$ cat src/rtl/spin_pkg.sv
package spin_pkg;

    typedef enum logic [2:0] {
        M_HOLD,
        M_ALIGN1,
        M_ALIGN2,
        M_GO,
        M_STUCK,
        M_REVBRK,
        M_EXT
    } mode_e;

    // Returns {high[2:0], low[2:0]}; bit 0 = phase A, bit 1 = B, bit 2 = C.
    function automatic logic [5:0] phase_drive(input logic [2:0] pos);
        logic [5:0] d;
        unique case (pos)
            3'd1:    d = {3'b001, 3'b010};
            3'd2:    d = {3'b001, 3'b100};
            3'd3:    d = {3'b010, 3'b100};
            3'd4:    d = {3'b010, 3'b001};
            3'd5:    d = {3'b100, 3'b001};
            3'd6:    d = {3'b100, 3'b010};
            default: d = 6'b000000;
        endcase
        return d;
    endfunction

endpackage

$ cat src/rtl/spin_comm_seq.sv
module spin_comm_seq (
    input  logic       clk,
    input  logic       rst_n,
    input  logic       load1,
    input  logic       step,
    input  logic       dstep,
    output logic [2:0] pos
);
    function automatic logic [2:0] advance(input logic [2:0] p, input logic [1:0] k);
        logic [3:0] s;
        s = {1'b0, p} + {2'b00, k};
        return (s > 4'd6) ? 3'(s - 4'd6) : s[2:0];
    endfunction

    always_ff @(posedge clk or negedge rst_n) begin
        if (!rst_n)     pos <= 3'd1;
        else if (load1) pos <= 3'd1;
        else if (dstep) pos <= advance(pos, 2'd2);
        else if (step)  pos <= advance(pos, 2'd1);
    end
endmodule

$ cat src/rtl/spin_align_timer.sv
module spin_align_timer #(
    parameter int BASE_TICKS = 64
) (
    input  logic       clk,
    input  logic       rst_n,
    input  logic       clr,
    input  logic       en,
    input  logic       tick,
    input  logic       second,
    input  logic [1:0] dsel,
    output logic       done
);
    localparam int CNT_W = $clog2(BASE_TICKS * 4 + 1) + 1;

    logic [CNT_W-1:0] cnt;
    logic [CNT_W-1:0] total, t_first, t_second, limit;

    always_comb begin
        total    = CNT_W'(BASE_TICKS) * (CNT_W'(dsel) + CNT_W'(1));
        t_first  = total >> 2;
        t_second = total - t_first;
        limit    = second ? t_second : t_first;
        done     = en && (cnt >= limit);
    end

    always_ff @(posedge clk or negedge rst_n) begin
        if (!rst_n)                   cnt <= '0;
        else if (clr)                 cnt <= '0;
        else if (en && tick && !done) cnt <= cnt + CNT_W'(1);
    end
endmodule

$ cat src/rtl/spin_zc_watch.sv
module spin_zc_watch #(
    parameter int STUCK_CYCLES = 4_190_000,
    parameter int IVL_W        = 24
) (
    input  logic clk,
    input  logic rst_n,
    input  logic en,
    input  logic zc,
    output logic stuck,
    output logic slowdown
);
    localparam int ST_W = $clog2(STUCK_CYCLES + 1);

    logic [ST_W-1:0]  st_cnt;
    logic [IVL_W-1:0] ivl, prev;
    logic             seen1, seen2;

    always_ff @(posedge clk or negedge rst_n) begin
        if (!rst_n) begin
            st_cnt <= '0; ivl <= '0; prev <= '0; seen1 <= 1'b0; seen2 <= 1'b0;
        end else if (!en) begin
            st_cnt <= '0; ivl <= '0; prev <= '0; seen1 <= 1'b0; seen2 <= 1'b0;
        end else begin
            if (zc) begin
                seen1 <= 1'b1;
                ivl   <= '0;
                if (seen1) begin
                    prev  <= ivl;
                    seen2 <= 1'b1;
                end
            end else if (!(&ivl)) begin
                ivl <= ivl + IVL_W'(1);
            end
            if (!seen1 && st_cnt != ST_W'(STUCK_CYCLES))
                st_cnt <= st_cnt + ST_W'(1);
        end
    end

    assign stuck    = en && !seen1 && (st_cnt == ST_W'(STUCK_CYCLES));
    assign slowdown = en && seen2 && ({1'b0, ivl} > {prev, 1'b0});
endmodule

$ cat src/rtl/spin_start_seq.sv
module spin_start_seq #(
    parameter int BASE_TICKS   = 64,
    parameter int STUCK_CYCLES = 4_190_000,
    parameter int IVL_W        = 24
) (
    input  logic       clk,
    input  logic       rst_n,
    input  logic       run_brake,
    input  logic       out_en,
    input  logic       seq_inc,
    input  logic       auto_mode,
    input  logic       seq_reset,
    input  logic       zc_evt,
    input  logic       ref_tick,
    input  logic [1:0] dly_sel,
    output logic [2:0] phase,
    output logic [2:0] high_on,
    output logic [2:0] low_on,
    output logic       brake,
    output logic       tristate,
    output logic       align_flag,
    output logic       go_flag,
    output logic       stuck_ok,
    output logic       rev_fault
);
    import spin_pkg::*;

    mode_e mode_q, mode_d;
    logic  rb_q, si_q, ext_lock;
    logic  load1, step, dstep;
    logic  t_done, stuck_to, slow_det;
    logic  rb_rise, si_rise, in_align, leave_run;
    logic [5:0] drv;

    assign rb_rise   = run_brake && !rb_q;
    assign si_rise   = seq_inc && !si_q;
    assign in_align  = (mode_q == M_ALIGN1) || (mode_q == M_ALIGN2);
    assign leave_run = !run_brake || !out_en;

    // next-state logic
    always_comb begin
        mode_d = mode_q;
        load1  = 1'b0;
        step   = 1'b0;
        dstep  = 1'b0;
        unique case (mode_q)
            M_HOLD: begin
                if (rb_rise && out_en) begin
                    if (auto_mode && !ext_lock) begin
                        mode_d = M_ALIGN1;
                        load1  = 1'b1;
                    end else begin
                        mode_d = M_EXT;
                    end
                end
            end
            M_ALIGN1: begin
                if (leave_run)   mode_d = M_HOLD;
                else if (t_done) begin mode_d = M_ALIGN2; dstep = 1'b1; end
            end
            M_ALIGN2: begin
                if (leave_run)   mode_d = M_HOLD;
                else if (t_done) begin mode_d = M_GO; dstep = 1'b1; end
            end
            M_GO: begin
                if (leave_run)     mode_d = M_HOLD;
                else if (slow_det) mode_d = M_REVBRK;
                else if (stuck_to) mode_d = M_STUCK;
                else               step   = zc_evt;
            end
            M_STUCK, M_REVBRK: begin
                if (!run_brake) mode_d = M_HOLD;
            end
            M_EXT: begin
                if (leave_run) mode_d = M_HOLD;
                else           step   = si_rise || (zc_evt && !seq_inc);
            end
            default: mode_d = M_HOLD;
        endcase
        if (seq_reset && !in_align) begin
            load1 = 1'b1;
            step  = 1'b0;
            dstep = 1'b0;
        end
    end

    // state register
    always_ff @(posedge clk or negedge rst_n) begin
        if (!rst_n) begin
            mode_q    <= M_HOLD;
            rb_q      <= 1'b0;
            si_q      <= 1'b0;
            ext_lock  <= 1'b0;
            stuck_ok  <= 1'b1;
            rev_fault <= 1'b0;
        end else begin
            mode_q <= mode_d;
            rb_q   <= run_brake;
            si_q   <= seq_inc;
            if (mode_q == M_HOLD && !out_en && !run_brake && seq_inc)
                ext_lock <= 1'b1;
            if (mode_d == M_ALIGN1 && mode_q == M_HOLD) begin
                stuck_ok  <= 1'b1;
                rev_fault <= 1'b0;
            end else begin
                if (mode_q == M_GO && mode_d == M_STUCK)  stuck_ok  <= 1'b0;
                if (mode_q == M_GO && mode_d == M_REVBRK) rev_fault <= 1'b1;
            end
        end
    end

    // outputs
    always_comb begin
        drv        = phase_drive(phase);
        tristate   = !out_en || (mode_q == M_STUCK);
        brake      = out_en && ((mode_q == M_HOLD) || (mode_q == M_REVBRK));
        high_on    = (tristate || brake) ? 3'b000 : drv[5:3];
        low_on     = tristate ? 3'b000 : (brake ? 3'b111 : drv[2:0]);
        align_flag = (mode_q == M_ALIGN2) || (mode_q == M_GO);
        go_flag    = (mode_q == M_GO);
    end

    spin_comm_seq u_seq (
        .clk   (clk),
        .rst_n (rst_n),
        .load1 (load1),
        .step  (step),
        .dstep (dstep),
        .pos   (phase)
    );

    spin_align_timer #(.BASE_TICKS(BASE_TICKS)) u_tmr (
        .clk    (clk),
        .rst_n  (rst_n),
        .clr    (mode_d != mode_q),
        .en     (in_align),
        .tick   (ref_tick),
        .second (mode_q == M_ALIGN2),
        .dsel   (dly_sel),
        .done   (t_done)
    );

    spin_zc_watch #(.STUCK_CYCLES(STUCK_CYCLES), .IVL_W(IVL_W)) u_zcw (
        .clk      (clk),
        .rst_n    (rst_n),
        .en       (mode_q == M_GO),
        .zc       (zc_evt),
        .stuck    (stuck_to),
        .slowdown (slow_det)
    );
endmodule

$ cat config.mk
export PLATFORM = sky130hd
export DESIGN_NAME = spin_start_seq
export DESIGN_NICKNAME = d
export VERILOG_FILES = /design/src/rtl/spin_pkg.sv /design/src/rtl/spin_comm_seq.sv /design/src/rtl/spin_align_timer.sv /design/src/rtl/spin_zc_watch.sv /design/src/rtl/spin_start_seq.sv
export SDC_FILE = /design/constraint.sdc
export NUM_CORES = 1
export LEC_CHECK = 0
export BUFFER_PORTS_ARGS = -buffer_cell sky130_fd_sc_hd__buf_2
export CAP_MARGIN = 20
export CORE_ASPECT_RATIO = 1.2
export CORE_MARGIN = 2
export CORE_UTILIZATION = 62
export DETAILED_ROUTE_END_ITERATION = 8
export PLACE_DENSITY = 0.83
export SLEW_MARGIN = 20
export SYNTH_ARGS = -nofsm -noshare
export SYNTH_HDL_FRONTEND = slang
export SYNTH_SLANG_ARGS = --single-unit
export TNS_END_PERCENT = 30
$ cat constraint.sdc
create_clock -name clk -period 3.9 [get_ports clk]
set_clock_uncertainty 0.2 [all_clocks]
set_input_delay 0.39 -clock clk [delete_from_list [all_inputs] [get_ports clk]]
set_output_delay 0.39 -clock clk [all_outputs]
set_load 0.005 [all_outputs]
==> out/results.tsv <==
stage	metric	value	unit
place	Port Buf Inserts	25	
sta	Final min period	3.56	ns
grt	aggregate global-route resource usage	25.5	%
floorplan	num ports	26	
critical_path	CP peak stage delay	0.48	ns
grt	initial antenna violation count	0	
power_and_ir_drop	Net Sw Frac	23.9	%
drt	average wire per standard cell	14.9	microns
min_path	Min-Delay Path Class	in2reg	
power_and_ir_drop	maximum VDD drop	0.206	mV
drt	DRC	0	
drt	routed via count	4624	
logic_synthesis	synthesized net count	708	
logic_synthesis	Avg Inst Size Synth	8.99	sq um
floorplan	Floorplan Core Area	9130	sq um
drt	initial detailed-routing violation count	344	
logic_synthesis	Yosys warnings	0	
run_status	outcome	finished clean	
sta	Worst Tran Pin Value	0.930	ns
power_and_ir_drop	Flop pwr share	55.7	%
grt	M3 GR Usage	4.55	%
critical_path	Setup crit end kind	register	
power_and_ir_drop	Comb power frac	7.6	%
cts	CTS Buffer Depth	2	
floorplan	num rows	38	
cts	# Post-CTS Setup Buffers	0	
grt	busiest grt layer	met2	
grt	vias in the first global route	4639	
sta	max-slew violation count	0	
sta	unrepaired setup endpoints after global routing	false	
place	Detail Placement HPWL	8670	microns
logic_synthesis	synthesized instance count	650	
layout	NumNets Final	729	
logic_synthesis	top_reg_cell synth	dfrtp_1	
logic_synthesis	sequential fraction of the synthesis area	39.9	%
critical_path	CP arrival	3.60	ns
cts	TritonCTS clock tree	built	
cts	CTS clk-pin slew, worst paths	0.08	ns
critical_path	Required @ worst endpoint	3.94	ns
grt	first-pass GRT wire length	20800	microns
layout	ratio of cells with drive above 1 in the final layout	12.7	%
critical_path	crit-path max FO	10	
floorplan	Starting Density	64.0	%
sta	Total Neg Setup Slack	0	ns
logic_synthesis	Synth async-reset ratio	100	%
cts	Worst-Skew Late Latency	0.36	ns
drt	Final ANT Viol Nets	0	
layout	ANT cells	0	
logic_synthesis	top cell type's share of synthesized area	39.0	%
power_and_ir_drop	pwr dens	283	nW/um^2
drt	final WL	11900	microns
layout	area delta synth->final	7.62	%
drt	first drt pass iteration count	5	
logic_synthesis	#FFs+latches synth	93	
sta	Slew Limit Headroom	38.0	%
grt	grt met2 use	44.5	%
cts	total clock sinks	93	
logic_synthesis	synthesized area	5850	sq um
logic_synthesis	Yosys cell types	73	
layout	Layout fillers	739	
cts	CTS Root Cell	clkbuf_8	
floorplan	die width	92.6	microns
sta	final hold vios	0	
logic_synthesis	Post-synth EDFFs	0	
critical_path	CP startpoint kind	register	
critical_path	Worst path slowest cell	dfrtp_1	
power_and_ir_drop	net load switching power	426	uW
sta	max frequency	0.281	GHz
floorplan	die area	10200	sq um
job	number of max-cap violations	0	
sta	Final Setup Violations	0	
place	GPL Wtd Cong	0.867	
cts	CTS Buf Count	9	
critical_path	kind of critical path	reg2reg	
layout	Core Util, Final	68.9	%
grt	M1 GR Usage	31.8	%
power_and_ir_drop	clock power share	36.7	%
floorplan	die height	110	microns
power_and_ir_drop	internal power	1360	uW
layout	most frequent cells in the layout	nand2_1 (93), dfrtp_1 (91), nor2_1 (63)	
layout	commonest non-fill, non-tap cell in the layout	nand2_1	
critical_path	cell mode on critical path	a21oi_1	
logic_synthesis	Synth area leader	dfrtp_1	
power_and_ir_drop	LEAKAGE	0.00273	uW
critical_path	critical path cell sequence	inv_2 > nor3_1 > o2111ai_1 > ha_1 > a21oi_1 > o21ai_0 > a21oi_1 > mux2i_1 > o221ai_1 > a211o_4 > xor2_4 > nor3_2	
cts	H-tree depth	3	
grt	largest net degree at the start of global routing	72	
logic_synthesis	synth top area cells	dfrtp_1 (39%), ha_1 (10%), nand2_1 (6.0%), nor2_1 (4.0%), xor2_1 (3.9%)	
drt	drt via density	5.81	
sta	Tcrit/Tclk final	91.4	%
grt	total grt overflow	0	
==> power by group through the flow <==
stage                     combinational, uW  clock [uW]  sequential [uW]
after floorplan                        84.7           0             1000
after global placement                  129           0             1010
after detailed placement                133           0             1010
after CTS                               136         671              992
after global routing                    153         714              994
final                                   135         655              992
==> registers in the layout (all words and copies together) (netlist names) <==
register      cells
u_zcw.seen2       1
u_tmr.cnt        10
u_zcw.ivl        24
mode_q            3
si_q              1
rb_q              1
stuck_ok          1
u_zcw.seen1       1
u_seq.pos         3
u_zcw.prev       24
ext_lock          1
rev_fault         1
u_zcw.st_cnt     22
==> cell families after synthesis <==
| logic type | count (synthesis) | synth area share (%) |
|---|---|---|
| adder cells (fa/ha/maj) | 47 | 10.1 |
| AO/OA/AOI/OAI | 111 | 12.2 |
| AND/OR/NAND/NOR | 280 | 24.9 |
| buffers and inverters | 66 | 4.54 |
| XOR/XNOR | 48 | 7.51 |
| multiplexers | 5 | 0.856 |
| flip-flops | 93 | 39.9 |
==> critical path, delay by kind of cell (launching register included) <==
| family | cells | cell delay, ns |
|---|---|---|
| AO/OA/AOI/OAI | 6 | 1.16 |
| AND/OR/NAND/NOR | 2 | 0.57 |
| flip-flops | 1 | 0.48 |
| XOR/XNOR | 1 | 0.36 |
| adder cells (fa/ha/maj) | 1 | 0.32 |
| multiplexers | 1 | 0.21 |
| buffers and inverters | 1 | 0.12 |
==> metrics by stage <==
stage	cells	area (sq um)	setup slack [ns]	total power [uW]	hold slack, ns
3_3_place_gp	777	6060	0.306	1140	0.262
4_1_cts	795	6280	0.339	1800	0.00169
3_5_place_dp	777	6060	0.140	1140	0.263
2_1_floorplan	650	5850	0.629	1090	-0.106
5_1_grt	796	6290	0.0256	1860	0.202
6_report	796	6290	0.337	1780	0.213
==> Yosys cell counts (all sizes together) (5+ instances only) <==
master and n:
and3 11, buf 7, inv 43, nand3 25
clkbuf 15, nand4 18, nor2b 7, nand3b 5
a21oi 33, o21ai 41, ha 47, nand2 94
or3 5, o31ai 11, nor3 23, mux2i 5
xor2 27, xnor2 21, dfrtp 91, nor2 65
==> final cells by class <==
class	instances	area (sq um)	area share (%)
repair buffers	32	188	2.98
multi-input cells	491	3250	51.7
well taps	120	150	2.39
flip-flops and latches	93	2330	37.0
clock inverters	4	47.5	0.756
clock buffers	12	155	2.47
inverters	44	166	2.65
==> routing by layer <==
| metal | vias to the layer above | part of all wire, % |
|---|---|---|
| met4 | 0 | 1.8 |
| li1 | 2285 | - |
| met5 | - | 0 |
| met2 | 78 | 51 |
| met1 | 2241 | 44 |
| met3 | 20 | 2.8 |
==> worst paths after layout <==
path | end | slack [ns] | cells after the start | from
worst min-delay path | ext_lock | 0.21 | 4 | out_en
max in group asynchronous | stuck_ok | 2.10 | 3 | rst_n
worst max register to register | u_tmr.cnt[2] | 0.34 | 12 | mode_q[1]
worst min register to register | ext_lock | 0.28 | 1 | ext_lock
worst max-delay path | u_tmr.cnt[2] | 0.34 | 12 | mode_q[1]
min in group asynchronous | u_zcw.ivl[12] | 0.49 | 2 | rst_n
==> what timing repair did <==
action / CTS / global route
resized for setup: 0 / 0
hold buffers: 2 / 1
endpoints found under the hold margin: 71 / 1
setup endpoints to repair: 0 / 0
Note: power is estimated with default switching activity, not from simulation.
